<file path="config.mk">
export PLATFORM = sky130hd
export DESIGN_NAME = legacy_region_decoder
export DESIGN_NICKNAME = d
export VERILOG_FILES = /design/src/rtl/lrd_pkg.sv /design/src/rtl/lrd_cfg_regs.sv /design/src/rtl/lrd_legacy_decode.sv /design/src/rtl/lrd_smm_window.sv /design/src/rtl/legacy_region_decoder.sv
export SDC_FILE = /design/constraint.sdc
export NUM_CORES = 1
export LEC_CHECK = 0
export BUFFER_PORTS_ARGS = -buffer_cell sky130_fd_sc_hd__buf_2
export CAP_MARGIN = 20
export CORE_MARGIN = 3
export CORE_UTILIZATION = 40
export DETAILED_ROUTE_END_ITERATION = 6
export PLACE_DENSITY = 0.73
export SYNTH_ARGS = -nofsm -noshare
export SYNTH_HDL_FRONTEND = slang
export SYNTH_SLANG_ARGS = --single-unit
</file>
<file path="constraint.sdc">
create_clock -name clk -period 3.9 [get_ports clk]
set_input_delay 0.78 -clock clk [delete_from_list [all_inputs] [get_ports clk]]
set_output_delay 0.78 -clock clk [all_outputs]
set_load 0.01 [all_outputs]
</file>
<file path="src/rtl/lrd_pkg.sv">
// Package: shared constants and helpers for the legacy region decoder.
// Assumes a 16 KB granule for option-ROM segments and 64 KB units for the
// management window size field.
package lrd_pkg;

    // Register indices; the bench and software address the block by these.
    localparam logic [7:0] IDX_SMM_CTL  = 8'h57;
    localparam logic [7:0] IDX_VID_CTL  = 8'h58;
    localparam logic [7:0] IDX_SHADOW0  = 8'h59;
    localparam logic [7:0] IDX_SMM_LO   = 8'hB8;
    localparam logic [7:0] IDX_SMM_HI   = 8'hB9;
    localparam logic [7:0] IDX_SMM_SZ   = 8'hBB;

    // Implemented-bit masks.
    localparam logic [7:0] MSK_SMM_CTL  = 8'h08;
    localparam logic [7:0] MSK_VID_CTL  = 8'h02;
    localparam logic [7:0] MSK_SHADOW   = 8'h33;
    localparam logic [7:0] MSK_SMM_SZ   = 8'hF0;

    // Reset values.
    localparam logic [7:0] RST_SHADOW0  = 8'h03;
    localparam logic [7:0] RST_SMM_LO   = 8'h0A;

    // Fixed legacy map.
    localparam int unsigned LOW_SEG_BASE  = 32'h0008_0000;
    localparam int unsigned LOW_SEG_SIZE  = 32'h0002_0000;
    localparam int unsigned TOP_SEG_BASE  = 32'h000F_0000;
    localparam int unsigned TOP_SEG_SIZE  = 32'h0001_0000;
    localparam int unsigned ROM_SEG_BASE  = 32'h000C_0000;
    localparam int unsigned ROM_SEG_SIZE  = 32'h0000_4000;
    localparam int unsigned VID_BASE      = 32'h000A_0000;
    localparam int unsigned VID_SIZE      = 32'h0002_0000;

    // Base of attribute segment s: s=0 low area, s=1 top area, s>=2 ROM granules.
    function automatic int unsigned seg_base(input int s);
        if (s == 0)      return LOW_SEG_BASE;
        else if (s == 1) return TOP_SEG_BASE;
        else             return ROM_SEG_BASE + ROM_SEG_SIZE * (s - 2);
    endfunction

    // Size of attribute segment s.
    function automatic int unsigned seg_size(input int s);
        if (s == 0)      return LOW_SEG_SIZE;
        else if (s == 1) return TOP_SEG_SIZE;
        else             return ROM_SEG_SIZE;
    endfunction

    // True when idx names an implemented register.
    function automatic logic idx_known(input logic [7:0] idx, input int nshadow);
        logic hit;
        hit = (idx == IDX_SMM_CTL) || (idx == IDX_VID_CTL) || (idx == IDX_SMM_LO) ||
              (idx == IDX_SMM_HI) || (idx == IDX_SMM_SZ);
        for (int i = 0; i < nshadow; i++)
            if (idx == 8'(IDX_SHADOW0 + 8'(i))) hit = 1'b1;
        return hit;
    endfunction

endpackage

</file>
<file path="src/rtl/lrd_cfg_regs.sv">
// Module: configuration register bank.
// Stores masked register bytes, provides combinational readback and hands
// decoded control fields to the address decoders. Assumes writes are
// single-cycle strobes sampled on the rising clock edge.
module lrd_cfg_regs
    import lrd_pkg::*;
#(
    parameter int NUM_SHADOW = 7,
    localparam int NUM_SEG   = 2 * NUM_SHADOW
) (
    input  logic                      clk,
    input  logic                      rst_n,
    input  logic                      wr_en,
    input  logic [7:0]                wr_idx,
    input  logic [7:0]                wr_data,
    input  logic [7:0]                rd_idx,
    output logic [7:0]                rd_data,
    output logic [NUM_SEG-1:0][1:0]   seg_attr,
    output logic                      vid_local,
    output logic                      smm_en,
    output logic [15:0]               smm_base16,
    output logic [3:0]                smm_size_m1
);

    logic [7:0] smm_ctl_q, vid_ctl_q, smm_lo_q, smm_hi_q, smm_sz_q;
    logic [NUM_SHADOW-1:0][7:0] shadow_q;

    // Scalar control registers: masked store on a matching strobe.
    always_ff @(posedge clk) begin
        if (!rst_n) begin
            smm_ctl_q <= 8'h00;
            vid_ctl_q <= 8'h00;
            smm_lo_q  <= RST_SMM_LO;
            smm_hi_q  <= 8'h00;
            smm_sz_q  <= 8'h00;
        end else if (wr_en) begin
            case (wr_idx)
                IDX_SMM_CTL: smm_ctl_q <= wr_data & MSK_SMM_CTL;
                IDX_VID_CTL: vid_ctl_q <= wr_data & MSK_VID_CTL;
                IDX_SMM_LO:  smm_lo_q  <= wr_data;
                IDX_SMM_HI:  smm_hi_q  <= wr_data;
                IDX_SMM_SZ:  smm_sz_q  <= wr_data & MSK_SMM_SZ;
                default: ;
            endcase
        end
    end

    // One attribute register per shadow byte, each with its own index.
    for (genvar g = 0; g < NUM_SHADOW; g++) begin : g_shadow
        localparam logic [7:0] MY_IDX = 8'(IDX_SHADOW0 + 8'(g));
        localparam logic [7:0] MY_RST = (g == 0) ? RST_SHADOW0 : 8'h00;

        // Masked store of this attribute byte.
        always_ff @(posedge clk) begin
            if (!rst_n)
                shadow_q[g] <= MY_RST;
            else if (wr_en && wr_idx == MY_IDX)
                shadow_q[g] <= wr_data & MSK_SHADOW;
        end

        assign seg_attr[2*g]     = shadow_q[g][1:0];
        assign seg_attr[2*g + 1] = shadow_q[g][5:4];
    end

    // Readback multiplexer; unused indices return zero.
    always_comb begin
        rd_data = 8'h00;
        case (rd_idx)
            IDX_SMM_CTL: rd_data = smm_ctl_q;
            IDX_VID_CTL: rd_data = vid_ctl_q;
            IDX_SMM_LO:  rd_data = smm_lo_q;
            IDX_SMM_HI:  rd_data = smm_hi_q;
            IDX_SMM_SZ:  rd_data = smm_sz_q;
            default: ;
        endcase
        for (int i = 0; i < NUM_SHADOW; i++)
            if (rd_idx == 8'(IDX_SHADOW0 + 8'(i))) rd_data = shadow_q[i];
    end

    assign vid_local   = vid_ctl_q[1];
    assign smm_en      = smm_ctl_q[3];
    assign smm_base16  = {smm_hi_q, smm_lo_q};
    assign smm_size_m1 = smm_sz_q[7:4];

    // a write to an unused index leaves every stored byte untouched.
    assert_unused_write_ignored_R3: assert property (@(posedge clk) disable iff (!rst_n)
        (wr_en && !idx_known(wr_idx, NUM_SHADOW)) |=>
            $stable({smm_ctl_q, vid_ctl_q, smm_lo_q, smm_hi_q, smm_sz_q, shadow_q}));

    // state changes only through a write strobe.
    assert_hold_without_strobe_R2: assert property (@(posedge clk) disable iff (!rst_n)
        !wr_en |=> $stable({smm_ctl_q, vid_ctl_q, smm_lo_q, smm_hi_q, smm_sz_q, shadow_q}));

endmodule

</file>
<file path="src/rtl/lrd_legacy_decode.sv">
// Module: legacy-area decoder.
// Matches the address against the video window and every attribute
// segment, then picks the DRAM/external choice for the access direction.
// Assumes segments do not overlap each other or the video window.
module lrd_legacy_decode
    import lrd_pkg::*;
#(
    parameter int ADDR_W  = 32,
    parameter int NUM_SEG = 14
) (
    input  logic [ADDR_W-1:0]        addr,
    input  logic                     is_write,
    input  logic [NUM_SEG-1:0][1:0]  seg_attr,
    input  logic                     vid_local,
    output logic                     vid_hit,
    output logic                     seg_hit,
    output logic                     want_local
);

    localparam int AW1 = ADDR_W + 1;

    logic [AW1-1:0]     addr_x;
    logic [NUM_SEG-1:0] hit_vec;
    logic [NUM_SEG-1:0] dram_vec;

    assign addr_x = {1'b0, addr};

    // Per-segment range match and direction-specific enable.
    for (genvar s = 0; s < NUM_SEG; s++) begin : g_seg
        localparam logic [AW1-1:0] LO = AW1'(seg_base(s));
        localparam logic [AW1-1:0] HI = AW1'(seg_base(s) + seg_size(s));
        assign hit_vec[s]  = (addr_x >= LO) && (addr_x < HI);
        assign dram_vec[s] = is_write ? seg_attr[s][1] : seg_attr[s][0];
    end

    localparam logic [AW1-1:0] VLO = AW1'(VID_BASE);
    localparam logic [AW1-1:0] VHI = AW1'(VID_BASE + VID_SIZE);

    // Video window match.
    assign vid_hit = (addr_x >= VLO) && (addr_x < VHI);

    // Combine: video control wins inside its window, else the matching segment.
    always_comb begin
        seg_hit    = |hit_vec;
        want_local = 1'b1;
        if (vid_hit)
            want_local = vid_local;
        else if (seg_hit)
            want_local = |(hit_vec & dram_vec);
    end

endmodule

</file>
<file path="src/rtl/lrd_smm_window.sv">
// Module: management RAM window comparator.
// Builds base and end from the 16-bit base field and the size nibble, and
// flags a hit. Assumes ADDR_W >= 32; the end address is kept one bit wider
// so a window touching the top of the space does not wrap.
module lrd_smm_window #(
    parameter int ADDR_W = 32
) (
    input  logic [ADDR_W-1:0] addr,
    input  logic              enable,
    input  logic [15:0]       base16,
    input  logic [3:0]        size_m1,
    output logic              hit
);

    localparam int AW1 = ADDR_W + 1;

    logic [AW1-1:0] base_x, size_x, end_x, addr_x;

    // Window bounds and match.
    always_comb begin
        addr_x = {1'b0, addr};
        base_x = AW1'({base16, 16'h0000});
        size_x = AW1'({({1'b0, size_m1} + 5'd1), 16'h0000});
        end_x  = base_x + size_x;
        hit    = enable && (base16 != 16'h0000) && (addr_x >= base_x) && (addr_x < end_x);
    end

endmodule

</file>
<file path="src/rtl/legacy_region_decoder.sv">
// Module: legacy region attribute decoder (top).
// Holds the control registers and routes each address to local DRAM, the
// external bus, or the management window. Routing is combinational from
// registered state; a register write shows on the outputs after its edge.
module legacy_region_decoder
    import lrd_pkg::*;
#(
    parameter int ADDR_W     = 32,
    parameter int NUM_SHADOW = 7,
    localparam int NUM_SEG   = 2 * NUM_SHADOW
) (
    input  logic              clk,
    input  logic              rst_n,
    input  logic              cfg_wr_en,
    input  logic [7:0]        cfg_wr_idx,
    input  logic [7:0]        cfg_wr_data,
    input  logic [7:0]        cfg_rd_idx,
    output logic [7:0]        cfg_rd_data,
    input  logic [ADDR_W-1:0] req_addr,
    input  logic              req_is_write,
    output logic              route_local,
    output logic              route_ext,
    output logic              route_smm
);

    logic [NUM_SEG-1:0][1:0] seg_attr;
    logic        vid_local, smm_en, smm_hit, vid_hit, seg_hit, want_local;
    logic [15:0] smm_base16;
    logic [3:0]  smm_size_m1;

    lrd_cfg_regs #(.NUM_SHADOW(NUM_SHADOW)) regs_i (
        .clk(clk), .rst_n(rst_n),
        .wr_en(cfg_wr_en), .wr_idx(cfg_wr_idx), .wr_data(cfg_wr_data),
        .rd_idx(cfg_rd_idx), .rd_data(cfg_rd_data),
        .seg_attr(seg_attr), .vid_local(vid_local),
        .smm_en(smm_en), .smm_base16(smm_base16), .smm_size_m1(smm_size_m1)
    );

    lrd_legacy_decode #(.ADDR_W(ADDR_W), .NUM_SEG(NUM_SEG)) legacy_i (
        .addr(req_addr), .is_write(req_is_write), .seg_attr(seg_attr),
        .vid_local(vid_local), .vid_hit(vid_hit), .seg_hit(seg_hit),
        .want_local(want_local)
    );

    lrd_smm_window #(.ADDR_W(ADDR_W)) smm_i (
        .addr(req_addr), .enable(smm_en), .base16(smm_base16),
        .size_m1(smm_size_m1), .hit(smm_hit)
    );

    // Final priority: management hit, then the legacy decision.
    always_comb begin
        route_smm   = smm_hit;
        route_local = !smm_hit && want_local;
        route_ext   = !smm_hit && !want_local;
    end

    // exactly one route.
    assert_one_route_R12: assert property (@(posedge clk) disable iff (!rst_n)
        $countones({route_local, route_ext, route_smm}) == 1);

    // a management hit requires the enable and a nonzero base.
    assert_smm_gated_R9: assert property (@(posedge clk) disable iff (!rst_n)
        route_smm |-> (smm_en && smm_base16 != 16'h0000));

    // a window hit overrides the legacy decoders.
    assert_smm_priority_R10: assert property (@(posedge clk) disable iff (!rst_n)
        smm_hit |-> (route_smm && !route_local && !route_ext));

    // enabled video window goes to DRAM when no window hit.
    assert_video_local_R7: assert property (@(posedge clk) disable iff (!rst_n)
        (vid_hit && vid_local && !smm_hit) |-> route_local);

    // outside all decoded regions, DRAM is chosen unless the window hits.
    assert_default_local_R11: assert property (@(posedge clk) disable iff (!rst_n)
        (!vid_hit && !seg_hit && !smm_hit) |-> route_local);

endmodule

</file>
# Yosys cells after proc, flatten, opt, wreduce, memory -nomap -nowiden
# Index checks and enable logic that the tools add are counted.
# W data, S select, Z words.
[totals]
regBits = 50
input_bits = 60
output_inout_bits = 11
elab_cells = 132
[op_classes]
n_addsub = 2
order_cmp = 32
n_eq_ne = 24
muxes = 24
bitwise_logic = 1
reduce_logical = 37
[ops]
columns = ["op", "n"]
rows = [
  ["$ge A32 B20 Y1 const B", 15],
  ["$lt A32 B20 Y1 const B", 14],
  ["$eq A8 B7 Y1 const B", 18],
  ["$mux W8", 7],
  ["$eq A8 B8 Y1 const B", 6],
  ["$pmux W8 S5", 1],
  ["$add A32 B21 Y33", 1],
  ["$lt A32 B33 Y1", 1],
  ["$ge A32 B32 Y1", 1],
  ["$lt A32 B21 Y1 const B", 1],
  ["$reduce_or A14 Y1", 2],
  ["$logic_and A1 B1 Y1", 27],
  ["$mux W1", 16],
  ["$reduce_bool A16 Y1", 1],
  ["$and A14 B14 Y14", 1],
  ["$reduce_and A2 Y1", 5],
  ["$add A4 B1 Y5 const B", 1],
  ["$logic_not A1 Y1", 2],
]

# Logic depth before layout (Yosys ltp)
[depth]
ltp_word = 9
ltp_mapped = 17
ltp_nobuf = 17

# By module
# A second synthesis with hierarchy kept.
[unflattened]
cells_unflattened = 491
hier_area_um2 = 4286.6
[modules_own_cells]
columns = ["mod", "instances", "cells_per_inst", "area_per_inst_um2", "seq_area_each_um2"]
rows = [
  ["lrd_cfg_regs", 1, 289, 2633.8, 1001.0],
  ["lrd_smm_window", 1, 159, 1276.2, 0.0],
  ["lrd_legacy_decode", 1, 41, 359.1, 0.0],
  ["legacy_region_decoder", 1, 2, 17.5, 0.0],
]

# Least setup slack after synthesis
# OpenSTA, ideal clock, no wires.
[synth_timing]
kind = "reg2out"
startpoint = "register regs_i.smm_sz_q[4]"
endpoint = "output port route_local"
arrival_ns = 3.280
required_ns = 3.120
path_slack_ns = -0.160
stages_incl_launch_ff = 16
path_buffers = 0
cell_sequence = "dfxtp_1 > ha_1 > ha_1 > a21o_1 > a21oi_1 > o21bai_1 > a21oi_1 > or4_1 > nor2b_1 > xnor2_1 > ha_1 > o21a_1 > o21a_1 > o32a_1 > a211oi_4 > nor2_1"
[synth_between]
elab_chain_cells = 6
[synth_lines]
columns = ["item", "line_no", "source"]
rows = [
  ["from (decl)", "lrd_cfg_regs.sv:25", "logic [7:0] smm_ctl_q, vid_ctl_q, smm_lo_q, smm_hi_q, smm_sz_q;"],
  ["from (signal assigned)", "lrd_cfg_regs.sv:42", "IDX_SMM_SZ: smm_sz_q <= wr_data & MSK_SMM_SZ;"],
  ["$add A4 B1 Y5", "lrd_smm_window.sv:23", "size_x = AW1'({({1'b0, size_m1} + 5'd1), 16'h0000});"],
  ["$add A32 B21 Y33", "lrd_smm_window.sv:24", "end_x = base_x + size_x;"],
  ["$lt A32 B33 Y1", "lrd_smm_window.sv:25", "hit = enable && (base16 != 16'h0000) && (addr_x >= base_x) && (addr_x < end_x);"],
  ["$logic_and A1 B1 Y1", "lrd_smm_window.sv:25", ""],
  ["named net route_smm", "legacy_region_decoder.sv:23", "output logic route_smm"],
  ["$logic_not A1 Y1", "legacy_region_decoder.sv:53", "route_local = !smm_hit && want_local;"],
  ["$logic_and A1 B1 Y1", "legacy_region_decoder.sv:53", ""],
  ["to (decl)", "legacy_region_decoder.sv:21", "output logic route_local,"],
]
# The timed path passes the listed nets, and every way through them passes these cells.

# Final worst setup path
[layout_timing]
startpoint = "register regs_i.smm_sz_q[4]"
endpoint = "output port route_ext"
[layout_between]
elab_chain_cells = 6
[layout_lines]
columns = ["item", "line_no", "source"]
rows = [
  ["$add A4 B1 Y5", "lrd_smm_window.sv:23", ""],
  ["$add A32 B21 Y33", "lrd_smm_window.sv:24", ""],
  ["$lt A32 B33 Y1", "lrd_smm_window.sv:25", ""],
  ["$logic_and A1 B1 Y1", "lrd_smm_window.sv:25", ""],
  ["$logic_not A1 Y1", "legacy_region_decoder.sv:54", "route_ext = !smm_hit && !want_local;"],
  ["$logic_and A1 B1 Y1", "legacy_region_decoder.sv:54", ""],
  ["to (decl)", "legacy_region_decoder.sv:22", "output logic route_ext,"],
]
# No other way between the ends.

==> results.md <==
Critical path:
- The signal on the critical path passes through ha_4, xor2_1, ha_1, buf_4, a21o_1, a21oi_2, nor2b_2, o2111ai_2, nor3_1, xnor2_1, ha_1, a21oi_2, nor2b_1, o21ai_1, o211a_1, o31ai_2, a211oi_4, nor2b_2, buf_2.
- On the worst path, the slowest cell contributes a delay of 0.38 ns.
- The critical path endpoint category is an output pin.
- The critical path launch point type is a flip-flop.
- The depth of the worst register-to-register path is 3.
- The cell class contributing the biggest share of worst-path delay is compound AO/OA/AOI/OAI gates.
- Among all stages on the critical path, the largest delay is contributed by sky130_fd_sc_hd__dfxtp_4.
- Counting both buffers and inverters, the worst setup path holds a total of 2.
- In this run the worst path has a maximum fanout of 4.
- The critical path starts at regs_i.smm_sz_q[4]$_SDFFE_PN0P_.
- Across all register-to-register paths, the minimum setup slack is 3.01 ns.
- The required time at the endpoint of the critical path is 3.12 ns.
- Data on the critical path arrives at its endpoint at 3.68 ns.
- The category of the critical setup timing path is reg -> out.
- The worst register-to-register path begins at regs_i.smm_lo_q[1]$_SDFFE_PN1P_.
- The reg-to-reg endpoint is regs_i.smm_lo_q[1]$_SDFFE_PN1P_.

Worst hold path:
- The number of cells on the worst hold path is 2.
- The min-delay analysis places its worst path in the category reg -> reg.
- The path with the worst hold slack has its endpoint at regs_i.seg_attr[1]$_SDFFE_PN1P_.
- The startpoint identified for the worst hold timing path is regs_i.seg_attr[1]$_SDFFE_PN1P_.

Synthesis:
- The number of unique standard cell types used by synthesis is 69.
- Among all flip-flop cells after synthesis, the most frequent one is sky130_fd_sc_hd__dfxtp_1.
- After synthesis the netlist holds a flip-flop and latch count of 50.
- In this run the cell area of the synthesized design comes to 4230 sq um.
- The cell taking the most area after synthesis is sky130_fd_sc_hd__dfxtp_1.
- Yosys mapped a number of flops with a built-in enable equal to 0.
- Of the post-synthesis cell area, the dominant cell type holds 0.236.
- For this run, asynchronously set or reset flops after synthesis account for 0.
- The cell count after synthesis came out at 484.
- Ranked by total cell area, the synthesized netlist is headed by sky130_fd_sc_hd__dfxtp_1, sky130_fd_sc_hd__mux2i_1, sky130_fd_sc_hd__ha_1.
- Yosys printed 0 warnings.
- The mean area per synthesized cell is 8.75 sq um.
- For this run, the register share of the synthesized area comes to 0.236.
- The net count of the mapped netlist is 582.

Drt:
- The ratio of routed vias to standard cells is 5.66.
- The total detailed-routing wirelength is 12.0 mm.
- The initial detailed-routing violation count is 241.
- The count of nets left with antenna violations once routing finished came out at 0.
- The first detailed-routing pass took 5 iterations.
- The post-detailed-route wirelength per cell is 17.1 um.
- The total DRC errors in the routed layout is 0.
- The final route contains 3,970 vias.

Floorplan:
- The die footprint is 11,900 sq um.
- The floorplan has 36 rows.
- From left edge to right edge, the die measures 109 um.
- The count of boundary I/O pins is 71.
- The region available for standard cell placement spans 10,000 sq um.
- The height of the die is 109 um.
- The initial core utilization is 0.421.

Power and ir drop:
- The clock power share is 0.362.
- Power comes to 0.00105 W.
- The switching power of the nets is 0.000278 W.
- The share of total power dissipated in combinational logic is 0.153.
- The share of total power dissipated in sequential elements is 0.485.
- The switching part of the total power is 0.264.
- In this run the static leakage power is 2.02 nW.
- The worst ir drop on vdd is 0.000178 V.
- The power per standard cell area is 209 nW/um^2.
- The internal power is 0.000774 W.

Placed design:
- The placed wire-length estimate after detailed placement is 9.49 mm.
- The placed instances occupy a cell area of 4870 sq um.
- In this run, placement finished with an instance count of 689.
- The number of port buffers is 70.
- Routability-driven placement finished with a final weighted congestion of 0.889.

Layout:
- The area of all placed cells without fillers is 5040 sq um.
- Relative to the synthesized area, the layout overhead comes to 19.2%.
- In the final layout, the share of cells above drive strength 1 is 0.255.
- After the flow finishes, the layout carries non-filler instances totaling 701.
- The repair_antennas step left the layout with diodes totalling 0.
- The final net count is 665.

Global routing:
- For this run, the total global-route usage over all layers was measured as 0.206.
- The via count of the first global-routing pass is 3,914.
- In this run the most used layer during global routing was met2.
- The met2 capacity usage during global routing is 0.350.
- The first-pass GRT wire length is 19.4 mm.
- For met3 alone, demand over resource in global routing was 0.0302.
- Entering global routing, the biggest net connects 51 pins.
- The initial antenna violation count came to 0.
- For met1 alone, demand over resource in global routing was 0.272.
- The leftover overflow at the end of global routing is 0.

Timing:
- The count of pins over their slew limit is 0.
- Headroom to the max-slew limit came out at 0.518.
- Once routing completed, OpenROAD measured the worst setup slack at -0.560 ns.
- Setup repair after global routing could not meet its margin everywhere.
- The maximum clock frequency is 0.224 GHz.
- Of the available clock period, the critical path in the final layout requires 1.14.
- The clock tree skew after final layout is 0 ns.
- The transition time of the tightest slew-check pin is 0.722 ns.
- The worst hold margin is 0.526 ns.
- The final hold violation count came to 0.
- The final-report setup violation count is 3.
- For the finished layout, the period the worst path requires is 4.46 ns.

Clocking:
- The cell sitting at the root of the clock tree is a sky130_fd_sc_hd__clkbuf_8.
- Clock-pin slew was measured on the worst setup and hold paths at 0.10 ns.
- The number of buffers added by the clock tree synthesis step is 5.
- The hold buffer count at CTS is 0.
- TritonCTS built the clock tree.
- CTS saw 50 sinks.
- The H-tree depth is 2.
- The maximum buffer depth of the clock tree is 2.
- For the worst-skew pair, the clock arrives at the later sink with an insertion delay of 0.31 ns.

Outcome:
- The flow ran to the end, but the final reports show violations.
- The checks that failed: setup timing.

Job:
- The number of maximum-capacitance constraint violations is 0.
==> cells in the mapped netlist, types with 3 or more instances <==
cell,n
sky130_fd_sc_hd__o22ai_1,4
sky130_fd_sc_hd__nand3b_1,3
sky130_fd_sc_hd__a2111oi_0,4
sky130_fd_sc_hd__mux2i_1,62
sky130_fd_sc_hd__o21a_1,4
sky130_fd_sc_hd__a21oi_1,16
sky130_fd_sc_hd__a211oi_1,4
sky130_fd_sc_hd__nand2_1,29
sky130_fd_sc_hd__and3_1,3
sky130_fd_sc_hd__nand4_1,7
sky130_fd_sc_hd__nor3_1,9
sky130_fd_sc_hd__xnor2_1,13
sky130_fd_sc_hd__nand3_1,18
sky130_fd_sc_hd__nand2b_1,5
sky130_fd_sc_hd__mux2_2,6
sky130_fd_sc_hd__nor2b_1,53
sky130_fd_sc_hd__a22oi_1,5
sky130_fd_sc_hd__dfxtp_1,50
sky130_fd_sc_hd__o21ai_0,12
sky130_fd_sc_hd__clkbuf_1,15
sky130_fd_sc_hd__inv_1,23
sky130_fd_sc_hd__nor4_1,11
sky130_fd_sc_hd__o211ai_1,3
sky130_fd_sc_hd__o21bai_1,3
sky130_fd_sc_hd__ha_1,37
sky130_fd_sc_hd__nor2_1,23
sky130_fd_sc_hd__buf_2,3
sky130_fd_sc_hd__a21o_1,4
sky130_fd_sc_hd__a31oi_1,5
==> cells in the final DEF (no fill, tap or decap), drive strengths merged, types with 3 or more instances in the layout <==
cell and instances:
xnor2 13, nor4 12, o22ai 4, a21oi 17, nor2 24, dfxtp 50
o21a 4, nand2 29, and3 3, nor3 12, a22oi 5, mux4 3
a2111oi 4, o21ai 14, clkbuf 5, nor2b 54, a21o 4, a31oi 5
o21bai 3, nand3 19, nand2b 5, mux2 7, nand4 7, nand3b 3
buf 97, a211oi 6, o211ai 3, inv 24, ha 37, mux2i 62
==> cells by family (layout without fill, tap and decap cells) <==
kind of cell             count (synthesis)  after routing  synth area share
AND/OR/NAND/NOR                        182            182             0.254
AO/OA/AOI/OAI                           83             83             0.140
multiplexers                            72             72             0.182
flip-flops                              50             50             0.236
buffers and inverters                   44            128            0.0417
adder cells (fa/ha/maj)                 38             38             0.114
XOR/XNOR                                15             15            0.0310
==> what timing repair did <==
| action | in CTS | in global routing |
|---|---|---|
| setup buffers | 3 | 1 |
| setup endpoints to repair | 3 | 3 |
| pin swaps | 13 | 2 |
| gates resized for setup | 6 | 1 |
==> how the worst max path moves through the flow <==
stage               cells past startpoint         to  slack (ns)
global placement                       16  route_ext       -0.22
detailed placement                     17  route_ext       -0.30
floorplan                              15  route_ext       -0.06
global route                           19  route_ext       -0.78
CTS                                    16  route_ext       -0.58
finish                                 19  route_ext       -0.56
==> layout make-up <==
type | count | area (sq um)
clock inverters | 3 | 48.8
repair buffers | 97 | 553
multi-input cells | 390 | 3110
inverters | 23 | 86.3
clock buffers | 5 | 68.8
well taps | 133 | 166
fillers | 931 | 5000
flip-flops and latches | 50 | 1010
==> power by group through the flow <==
stage	Clock (W)	Combinational (W)	Sequential, W
5_1_grt	0.000411	0.000181	0.000510
4_1_cts	0.000387	0.000160	0.000510
6_report	0.000381	0.000161	0.000510
3_3_place_gp	0	0.000154	0.000523
3_5_place_dp	0	0.000159	0.000523
2_1_floorplan	0	0.0000938	0.000523
==> flip-flops by register name, summed over array words and instances (netlist names) <==
register / count
regs_i.smm_ctl_q: 1
regs_i.smm_lo_q: 8
regs_i.smm_sz_q: 4
regs_i.vid_ctl_q: 1
regs_i.seg_attr: 28
regs_i.smm_hi_q: 8
==> metal layers <==
metal	vias up	share of wire
li1	1935	-
met1	1884	0.47
met2	134	0.47
met3	17	0.048
met4	0	0.014
met5	-	0
==> tightest hold or removal path: stages, from the launching register on <==
cell and delay [ns]:
sky130_fd_sc_hd__dfxtp_1 0.37, sky130_fd_sc_hd__mux2i_1 0.08, sky130_fd_sc_hd__nand2_1 0.06
==> through the flow <==
step,util,setup WS [ns],TNS [ns]
after floorplan,-,-0.0629,-0.113
after global placement,0.485,-0.215,-0.616
after detailed placement,0.485,-0.296,-0.835
after CTS,0.501,-0.576,-1.70
after global routing,0.502,-0.782,-2.31
final,0.502,-0.560,-1.65
Power figures use the tool's default switching activity.
